[config.mk]
export PLATFORM = sky130hd
export DESIGN_NAME = flash_op_seq
export DESIGN_NICKNAME = d
export VERILOG_FILES = /design/src/rtl/flash_seq_pkg.sv /design/src/rtl/spi_byte_shifter.sv /design/src/rtl/flash_frame_mux.sv /design/src/rtl/flash_op_seq.sv
export SDC_FILE = /design/constraint.sdc
export NUM_CORES = 1
export LEC_CHECK = 0
export BUFFER_PORTS_ARGS = -buffer_cell sky130_fd_sc_hd__buf_2
export CAP_MARGIN = 20
export CORE_ASPECT_RATIO = 1.4
export CORE_MARGIN = 2
export CORE_UTILIZATION = 52
export DETAILED_ROUTE_END_ITERATION = 8
export PLACE_DENSITY_LB_ADDON = 0.15
export SLEW_MARGIN = 15
export SYNTH_ARGS = -nofsm -noshare
export SYNTH_HDL_FRONTEND = slang
export SYNTH_SLANG_ARGS = --single-unit
export TNS_END_PERCENT = 30
[constraint.sdc]
create_clock -name clk -period 2.24 [get_ports clk]
set_input_delay 0.112 -clock clk [delete_from_list [all_inputs] [get_ports clk]]
set_output_delay 0.112 -clock clk [all_outputs]
set_load 0.01 [all_outputs]
[src/rtl/flash_seq_pkg.sv]
`timescale 1ns/1ps
package flash_seq_pkg;
  localparam int BYTE_W = 8;

  typedef enum logic [2:0] {
    OP_WREN  = 3'd0,
    OP_RDSR  = 3'd1,
    OP_PROG  = 3'd2,
    OP_READ  = 3'd3,
    OP_ERASE = 3'd4
  } host_op_e;

  typedef enum logic [2:0] {
    PH_IDLE, PH_SETUP, PH_BYTE, PH_WAIT, PH_GAP
  } phase_e;

  // MAIN: the requested command; WEL: status check after write enable;
  // POLL: status read while the flash is busy
  typedef enum logic [1:0] {
    FR_MAIN, FR_WEL, FR_POLL
  } frame_e;

  localparam logic [7:0] CMD_WREN  = 8'h06;
  localparam logic [7:0] CMD_RDSR  = 8'h05;
  localparam logic [7:0] CMD_PROG  = 8'h02;
  localparam logic [7:0] CMD_READ  = 8'h03;
  localparam logic [7:0] CMD_ERASE = 8'h20;

  function automatic logic [7:0] op_cmd(host_op_e op);
    case (op)
      OP_WREN:  return CMD_WREN;
      OP_RDSR:  return CMD_RDSR;
      OP_PROG:  return CMD_PROG;
      OP_READ:  return CMD_READ;
      default:  return CMD_ERASE;
    endcase
  endfunction
endpackage

[src/rtl/spi_byte_shifter.sv]
`timescale 1ns/1ps
module spi_byte_shifter #(
  parameter int HALF_DIV = 2,
  parameter int BW       = 8
) (
  input  logic          clk,
  input  logic          rst,
  input  logic          start,
  input  logic [BW-1:0] tx_byte,
  input  logic          miso,
  output logic          sck,
  output logic          mosi,
  output logic          done,
  output logic [BW-1:0] rx_byte
);
  localparam int CW = (HALF_DIV > 1) ? $clog2(HALF_DIV) : 1;
  localparam int NW = $clog2(BW);

  logic          active;
  logic [CW-1:0] hcnt;
  logic [NW-1:0] nbit;
  logic [BW-1:0] tx_sh;
  logic [BW-1:0] rx_sh;

  always_ff @(posedge clk) begin
    if (rst) begin
      active  <= 1'b0;
      hcnt    <= '0;
      nbit    <= '0;
      tx_sh   <= '0;
      rx_sh   <= '0;
      sck     <= 1'b0;
      mosi    <= 1'b0;
      done    <= 1'b0;
      rx_byte <= '0;
    end else begin
      done <= 1'b0;
      if (!active) begin
        if (start) begin
          active <= 1'b1;
          tx_sh  <= tx_byte;
          mosi   <= tx_byte[BW-1];
          hcnt   <= '0;
          nbit   <= '0;
          sck    <= 1'b0;
        end
      end else if (hcnt == CW'(HALF_DIV - 1)) begin
        hcnt <= '0;
        if (!sck) begin
          sck   <= 1'b1;                        // rising edge: capture
          rx_sh <= {rx_sh[BW-2:0], miso};
        end else begin
          sck <= 1'b0;                          // falling edge: launch
          if (nbit == NW'(BW - 1)) begin
            active  <= 1'b0;
            done    <= 1'b1;
            rx_byte <= rx_sh;
          end else begin
            nbit  <= nbit + 1'b1;
            tx_sh <= {tx_sh[BW-2:0], 1'b0};
            mosi  <= tx_sh[BW-2];
          end
        end
      end else begin
        hcnt <= hcnt + 1'b1;
      end
    end
  end
endmodule

[src/rtl/flash_frame_mux.sv]
`timescale 1ns/1ps
module flash_frame_mux
  import flash_seq_pkg::*;
#(
  parameter int ADDR_BYTES = 3,
  localparam int ADDR_W    = 8 * ADDR_BYTES,
  localparam int IW        = $clog2(ADDR_BYTES + 3)
) (
  input  frame_e            kind,
  input  host_op_e          op,
  input  logic [IW-1:0]     idx,
  input  logic [ADDR_W-1:0] addr,
  input  logic [7:0]        data,
  output logic [7:0]        byte_o,
  output logic [IW-1:0]     len_o
);
  logic [ADDR_W-1:0] addr_sh;

  always_comb begin
    addr_sh = addr >> (8 * (ADDR_BYTES - int'(idx)));
    byte_o  = 8'h00;
    len_o   = IW'(1);
    if (kind != FR_MAIN) begin
      len_o  = IW'(2);
      byte_o = (idx == '0) ? CMD_RDSR : 8'h00;
    end else begin
      case (op)
        OP_WREN:          len_o = IW'(1);
        OP_RDSR:          len_o = IW'(2);
        OP_PROG, OP_READ: len_o = IW'(ADDR_BYTES + 2);
        default:          len_o = IW'(ADDR_BYTES + 1);
      endcase
      if (idx == '0)
        byte_o = op_cmd(op);
      else if (int'(idx) <= ADDR_BYTES)
        byte_o = addr_sh[7:0];
      else
        byte_o = (op == OP_PROG) ? data : 8'h00;
    end
  end
endmodule

[src/rtl/flash_op_seq.sv]
`timescale 1ns/1ps
module flash_op_seq
  import flash_seq_pkg::*;
#(
  parameter int SCK_HALF   = 2,
  parameter int CS_GAP     = 4,
  parameter int ADDR_BYTES = 3,
  localparam int ADDR_W    = 8 * ADDR_BYTES
) (
  input  logic              clk,
  input  logic              rst,
  input  logic              req_valid,
  input  logic [2:0]        req_op,
  input  logic [ADDR_W-1:0] req_addr,
  input  logic [7:0]        req_data,
  output logic              busy,
  output logic              done,
  output logic [7:0]        rd_data,
  output logic              spi_sck,
  output logic              spi_cs_n,
  output logic              spi_mosi,
  input  logic              spi_miso
);
  localparam int IW = $clog2(ADDR_BYTES + 3);
  localparam int GW = $clog2(CS_GAP + 1);

  phase_e            ph;
  frame_e            kind;
  host_op_e          op_q;
  logic [ADDR_W-1:0] addr_q;
  logic [7:0]        data_q;
  logic [IW-1:0]     idx;
  logic [GW-1:0]     wcnt;
  logic              shf_start;
  logic              shf_done;
  logic [7:0]        shf_rx;
  logic [7:0]        rx_last;
  logic [7:0]        fr_byte;
  logic [IW-1:0]     fr_len;

  flash_frame_mux #(.ADDR_BYTES(ADDR_BYTES)) u_mux (
    .kind(kind), .op(op_q), .idx(idx), .addr(addr_q), .data(data_q),
    .byte_o(fr_byte), .len_o(fr_len)
  );

  spi_byte_shifter #(.HALF_DIV(SCK_HALF), .BW(BYTE_W)) u_shf (
    .clk(clk), .rst(rst), .start(shf_start), .tx_byte(fr_byte),
    .miso(spi_miso), .sck(spi_sck), .mosi(spi_mosi),
    .done(shf_done), .rx_byte(shf_rx)
  );

  always_ff @(posedge clk) begin
    if (rst) begin
      ph        <= PH_IDLE;
      kind      <= FR_MAIN;
      op_q      <= OP_WREN;
      addr_q    <= '0;
      data_q    <= '0;
      idx       <= '0;
      wcnt      <= '0;
      shf_start <= 1'b0;
      rx_last   <= '0;
      spi_cs_n  <= 1'b1;
      busy      <= 1'b0;
      done      <= 1'b0;
      rd_data   <= '0;
    end else begin
      done      <= 1'b0;
      shf_start <= 1'b0;
      case (ph)
        PH_IDLE: begin
          if (req_valid && req_op <= 3'd4) begin
            op_q     <= host_op_e'(req_op);
            addr_q   <= req_addr;
            data_q   <= req_data;
            kind     <= FR_MAIN;
            idx      <= '0;
            wcnt     <= '0;
            spi_cs_n <= 1'b0;
            busy     <= 1'b1;
            ph       <= PH_SETUP;
          end
        end
        PH_SETUP: begin
          if (wcnt == GW'(CS_GAP - 1)) begin
            wcnt <= '0;
            ph   <= PH_BYTE;
          end else begin
            wcnt <= wcnt + 1'b1;
          end
        end
        PH_BYTE: begin
          shf_start <= 1'b1;
          ph        <= PH_WAIT;
        end
        PH_WAIT: begin
          if (shf_done) begin
            if (idx == fr_len - IW'(1)) begin
              spi_cs_n <= 1'b1;
              rx_last  <= shf_rx;
              ph       <= PH_GAP;
            end else begin
              idx <= idx + 1'b1;
              ph  <= PH_BYTE;
            end
          end
        end
        PH_GAP: begin
          if (wcnt == GW'(CS_GAP - 1)) begin
            wcnt <= '0;
            idx  <= '0;
            if (kind == FR_MAIN && op_q == OP_WREN) begin
              kind     <= FR_WEL;
              spi_cs_n <= 1'b0;
              ph       <= PH_SETUP;
            end else if (kind == FR_MAIN && (op_q == OP_PROG || op_q == OP_ERASE)) begin
              kind     <= FR_POLL;
              spi_cs_n <= 1'b0;
              ph       <= PH_SETUP;
            end else if (kind == FR_POLL && rx_last[0]) begin
              spi_cs_n <= 1'b0;
              ph       <= PH_SETUP;
            end else begin
              done <= 1'b1;
              busy <= 1'b0;
              ph   <= PH_IDLE;
              if (kind == FR_WEL || (kind == FR_MAIN && (op_q == OP_RDSR || op_q == OP_READ)))
                rd_data <= rx_last;
            end
          end else begin
            wcnt <= wcnt + 1'b1;
          end
        end
        default: ph <= PH_IDLE;
      endcase
    end
  end
endmodule

==> results of run 1 <==
[routing by layer]
| layer | vias to the layer above | global-route usage, % | wire (um) |
|---|---|---|---|
| li1 | 1927 | - | - |
| met1 | 1774 | 27.6 | 4340 |
| met2 | 91 | 43.9 | 5410 |
| met3 | 24 | 4.64 | 326 |
| met4 | 0 | 11.4 | 296 |
| met5 | - | 0 | 0 |
[metrics by stage]
step                instance area (um^2)  total power [uW]  setup WS [ns]
floorplan                           4190              1980          0.286
global placement                    4570              2060          0.227
detailed placement                  4570              2070          0.134
CTS                                 5090              3180          0.115
global route                        5100              3300         0.0633
finish                              5100              3170          0.168
[area by class of cell]
type,count,area (um^2)
well taps,100,125
clock buffers,9,124
repair buffers,103,731
multi-input cells,368,2080
inverters,8,30.0
clock inverters,7,63.8
fillers,668,2700
flip-flops and latches,97,1940
[placed cells by master, fill, tap and decap left out, drive strengths merged, types with 3 or more instances in the layout]
cell type / synthesis / layout
clkbuf: 26 / 9
buf: 6 / 69
mux2: 8 / 8
nor2b: 6 / 6
ha: 6 / 6
o2bb2ai: 6 / 6
a221o: 3 / 3
nor4: 3 / 3
a31oi: 4 / 4
nor2: 44 / 44
dfxtp: 97 / 97
nand3: 9 / 9
a221oi: 6 / 6
nand2: 115 / 115
o211ai: 3 / 3
or2: 5 / 5
a21oi: 71 / 71
o21ai: 14 / 14
clkinv: 0 / 3
nand4: 3 / 3
inv: 8 / 10
dlygate4sd3: 0 / 34
a22oi: 8 / 8
nor3: 6 / 6
mux2i: 19 / 19
[timing repair]
action,CTS,global route
hold endpoints to repair,33,1
setup endpoints to repair,0,8
resized for setup,0,1
hold buffers,33,1
[where the power goes]
part	switching [uW]	total (uW)	internal [uW]
sequential	31.7	1800	1770
clock	663	1090	424
combinational	149	283	134
[sequential cells by signal (all words and copies together), names as in the netlist, 3 cells and up]
name	flops
op_q	3
idx	3
data_q	8
u_shf.rx_byte	8
wcnt	3
u_shf.nbit	3
u_shf.tx_sh	7
addr_q	24
u_shf.rx_sh	8
rd_data	8
rx_last	8
ph	3
[worst max-delay path: cells and delay by family, from the launching register on]
family	cells	cell delay, ns
flops	1	0.64
compound gates	2	0.48
buf+inv	1	0.22
simple gates	2	0.62
[kinds of logic after synthesis]
logic type | after synthesis | share of synthesized area, %
buffers and inverters | 40 | 4.00
DFF | 97 | 46.3
adders and majority gates | 6 | 1.79
and+or+nand+nor | 204 | 21.7
muxes | 27 | 6.69
AOI/OAI and AO/OA | 131 | 19.5
[how the worst min path moves through the flow]
stage	end	slack [ns]	cells past startpoint
finish	wcnt[0]$_SDFFE_PP0P_	0.02	2
global route	addr_q[4]$_SDFFE_PP0P_	0.01	3
CTS	addr_q[3]$_SDFFE_PP0P_	0.003	3
detailed placement	data_q[3]$_SDFFE_PP0P_	0.36	3
global placement	addr_q[0]$_SDFFE_PP0P_	0.35	3
floorplan	addr_q[0]$_SDFFE_PP0P_	0.25	2
==> impl_metrics.py, run 1 <==
metrics = {
    "global_routing": {
        "grt_overflow": 0,
        "track_usage_pct": 24.4,
        "antenna_found_initial": 0,
        "grt_max_degree": 48,
        "grt_pass1_wl_mm": 16.7,
        "grt_pass1_vias": 3607,
    },
    "routing": {
        "viasPerCell": 5.51,
        "post_drt_wl_per_cell_um": 15.0,
        "ant_nets": 0,
        "drc": 0,
        "num_vias": 3816,
        "wirelength_mm": 10.4,
        "firstDrtPassIters": 5,
        "drt_iter0_markers": 170,
    },
    "placement": {
        "port-buffer-count": 51,
        "dp.cells": 642,
        "hpwl_mm": 7.14,
        "gp_congestion": 0.826,
    },
    "synth": {
        "synth_most_common_cell": "nand2_1",
        "ys_warn_count": 0,
        "synth_area_leaders": "dfxtp_1, nand2_1, a21oi_1",
        "async_flop_share_pct": 0,
        "syn_area_um2": 4190,
        "yosysTopAreaCell": "dfxtp_1",
        "syn_nets": 550,
        "synth_common_cells": "nand2_1, dfxtp_1, a21oi_1",
        "syn_avg_cell_area_um2": 8.30,
        "synth_edf_count": 0,
        "yosysUniqueCellTypes": 54,
        "synth_top_cell_area_share_pct": 46.3,
        "synthCells": 505,
        "synth_ff_type": "dfxtp_1",
        "synth-seq-area-share_pct": 46.3,
        "yosys_register_bits": 97,
    },
    "timing": {
        "max_freq_ghz": 0.483,
        "fin_crit_sh_pct": 92.5,
        "holdWs_ns": 0.0200,
        "finClkSkew_ns": 0.0148,
        "worst_pin_slew_ns": 0.565,
        "slew_headroom_pct": 62.1,
        "hold_viol": 0,
        "drv_slew": 0,
        "fin_setup_tns_ns": 0,
        "finalSetupViolCount": 0,
        "period_minus_slack_ns": 2.07,
        "rsz0062_at_grt": "false",
    },
    "die": {
        "placementRows": 38,
        "core_area_um2": 7800,
        "die_x_um": 79.9,
        "die_area_um2": 8800,
        "die_h_um": 110,
        "ios": 52,
        "start_util_pct": 53.7,
    },
    "clock_tree": {
        "clk_path_buf_depth": 2,
        "cts-root-buf": "clkbuf_8",
        "clk_latency_ns": 0.38,
        "cts_setup_buffers": 0,
        "htreeDepth": 3,
        "cts_buffers": 9,
        "clock-sinks": 97,
        "tritoncts": "done",
        "clk_pin_slew_ns": 0.09,
    },
    "pwr": {
        "leakage_uw": 0.00196,
        "power_density_nw_per_um2": 621,
        "peakVddDrop_v": 0.000472,
    },
    "critical_path": {
        "reg2reg_from": "op_q[2]$_SDFFE_PP0P_",
        "start_kind": "register",
        "crit_type": "reg2reg",
        "path_cells": "nor4bb_1 > o21ai_0 > a2111oi_2 > buf_4 > or4_1",
        "endpoint_kind": "register",
        "critPathMaxFanout": 12,
        "cpMaxStageDelayCell": "dfxtp_1",
        "cp-endpoint": "spi_cs_n$_SDFFE_PP1P_",
        "reg2reg_depth": 5,
        "startpoint": "op_q[2]$_SDFFE_PP0P_",
        "crit_arrival_ns": 2.32,
        "max_stage_delay_ns": 0.64,
        "r2r-end": "spi_cs_n$_SDFFE_PP1P_",
        "r2r_slack_ns": 0.17,
        "critPathRequiredTime_ns": 2.49,
    },
    "final_layout": {
        "drive_gt1_share_pct": 17.6,
        "area_delta_synth_final_pct": 21.7,
        "diodes": 0,
        "final_cell_count_no_fill": 692,
        "nets": 632,
        "final_core_util_pct": 65.4,
    },
    "job": {
        "cap_violations": 0,
    },
    "worst_hold_path": {
        "hold_path_startpoint": "rst",
        "hold_path_class": "in2reg",
    },
    "status": {
        "outcome": "complete, no violations",
    },
}
(Power assumes the default switching activity.)
==> run 2, diff against run 1 <==
Settings changed: HOLD_SLACK_MARGIN set to 0.06.
==> run 2 against run 1 <==
Against the previous run:
- first-iteration DRC count is 0.59% higher
- setup slack lost 0.00053 ns
- via count shrank 0.16%
- hold slack better by 0.069 ns
- register-to-register slack about the same
- final cell count increased by 0.43%
- global-route usage rose by 0.33 points
- total power about the same
- sequential share of layout area down 0.22 points
- sequential power about the same
==> impl_metrics.py, run 2 (same netlist as run 1, synthesis figures left out) <==
metrics = {
    "routing": {
        "drt_iter0_markers": 171,
        "drc": 0,
        "num_vias": 3810,
        "met2_wirelength_mm": 5.41,
        "wl_met3_um": 341,
        "firstDrtPassIters": 5,
        "wirelength_mm": 10.3,
        "highest_layer": "met4",
        "drt-met1-wl_mm": 4.30,
        "post_drt_wl_per_cell_um": 14.9,
        "viasPerCell": 5.48,
        "ant_nets": 0,
    },
    "die": {
        "start_util_pct": 53.7,
        "die_area_um2": 8800,
        "die_x_um": 79.9,
        "core_area_um2": 7800,
        "ios": 52,
        "placementRows": 38,
        "die_h_um": 110,
    },
    "critical_path": {
        "start_kind": "register",
        "path_cells": "nor4bb_1 > o21ai_0 > a2111oi_2 > buf_4 > or4_1",
        "crit_type": "reg2reg",
        "path_buf_inv": 1,
        "max_stage_delay_ns": 0.65,
        "cpMaxStageDelayCell": "dfxtp_1",
        "cp_top_family": "flip-flops",
        "endpoint_kind": "register",
        "critPathMaxFanout": 12,
        "crit_arrival_ns": 2.32,
        "critPathRequiredTime_ns": 2.49,
    },
    "global_routing": {
        "grt_overflow": 0,
        "grt_pass1_wl_mm": 16.9,
        "grt_max_degree": 48,
        "antenna_found_initial": 0,
        "grt_pass1_vias": 3667,
        "track_usage_pct": 24.7,
    },
    "timing": {
        "worst_pin_slew_ns": 0.579,
        "fin_crit_sh_pct": 92.5,
        "rsz0062_at_grt": "false",
        "hold_viol": 0,
        "finalSetupViolCount": 0,
        "fin_setup_tns_ns": 0,
        "drv_slew": 0,
        "max_freq_ghz": 0.482,
        "period_minus_slack_ns": 2.07,
        "finClkSkew_ns": 0.0142,
        "slew_headroom_pct": 61.2,
    },
    "final_layout": {
        "final_cell_mix": "nand2_1, dfxtp_1, a21oi_1",
        "area_delta_synth_final_pct": 22.4,
        "final_common_cell": "nand2_1",
        "largest_register_ffs": 24,
        "nets": 635,
        "diodes": 0,
        "drive_gt1_share_pct": 17.5,
        "design_area_um2": 5130,
        "regMostFlops": "addr_q",
    },
    "clock_tree": {
        "cts-root-buf": "clkbuf_8",
        "cts_buffers": 9,
        "tritoncts": "done",
        "clk_path_buf_depth": 2,
        "clk_pin_slew_ns": 0.09,
        "htreeDepth": 3,
        "clk_latency_ns": 0.38,
        "clock-sinks": 97,
    },
    "job": {
        "cap_violations": 0,
    },
    "status": {
        "outcome": "complete, no violations",
    },
    "placement": {
        "dpl-instance-area_um2": 4570,
        "hpwl_mm": 7.14,
        "port-buffer-count": 51,
        "gp_congestion": 0.826,
    },
    "pwr": {
        "leakage_uw": 0.00197,
        "peakVddDrop_v": 0.000470,
        "power_density_nw_per_um2": 618,
    },
    "worst_hold_path": {
        "hold_path_class": "in2reg",
    },
}
run 2: through the flow:
stage | instances | hold slack (ns) | worst slack (ns) | total power [uW] | util (%)
floorplan | 505 | 0.248 | 0.286 | 1980 | -
global placement | 642 | 0.353 | 0.227 | 2060 | 58.6
detailed placement | 642 | 0.360 | 0.134 | 2070 | 58.6
CTS | 695 | 0.0798 | 0.115 | 3180 | 65.7
global route | 695 | 0.106 | 0.0633 | 3300 | 65.8
finish | 695 | 0.0893 | 0.167 | 3170 | 65.8
run 2: report_power, final:
group / leakage (uW) / internal (uW) / switching, uW
Combinational: 0.00110 / 137 / 149
Clock: 0.0000895 / 424 / 660
Sequential: 0.000786 / 1770 / 32.0
Total: 0.00197 / 2330 / 841
run 2: worst min-delay path, stage by stage:
cell      delay, ns
buf_2          0.12
a31oi_1        0.12
a211oi_1       0.05
run 2: layout make-up:
cell class,count,area (um^2)
fill,658,2670
inverter,8,30.0
tap,100,125
timing repair buffer,106,761
multi-input combinational,368,2080
sequential,97,1940
clock buffer,9,124
clock inverter,7,63.8
run 2: path summary, 6_finish.rpt:
check                           cells past startpoint  slack, ns               startpoint                      end
worst max-delay path                                5       0.17     op_q[2]$_SDFFE_PP0P_    spi_cs_n$_SDFFE_PP1P_
worst min-delay path                                3       0.09                req_valid        busy$_SDFFE_PP0P_
worst max register to register                      5       0.17     op_q[2]$_SDFFE_PP0P_    spi_cs_n$_SDFFE_PP1P_
worst min register to register                      2       0.46  addr_q[23]$_SDFFE_PP0P_  addr_q[23]$_SDFFE_PP0P_
run 2: routing by layer:
metal | track usage, % | up-vias
met3 | 4.64 | 25
met5 | 0 | -
met1 | 27.9 | 1761
met4 | 11.3 | 0
li1 | - | 1932
met2 | 44.8 | 92
run 2: repair_timing:
action,in CTS,in global routing
gates resized for setup,0,1
hold endpoints to repair,39,0
hold buffers,37,0
buffers inserted,0,0
endpoints found under the setup margin,0,8
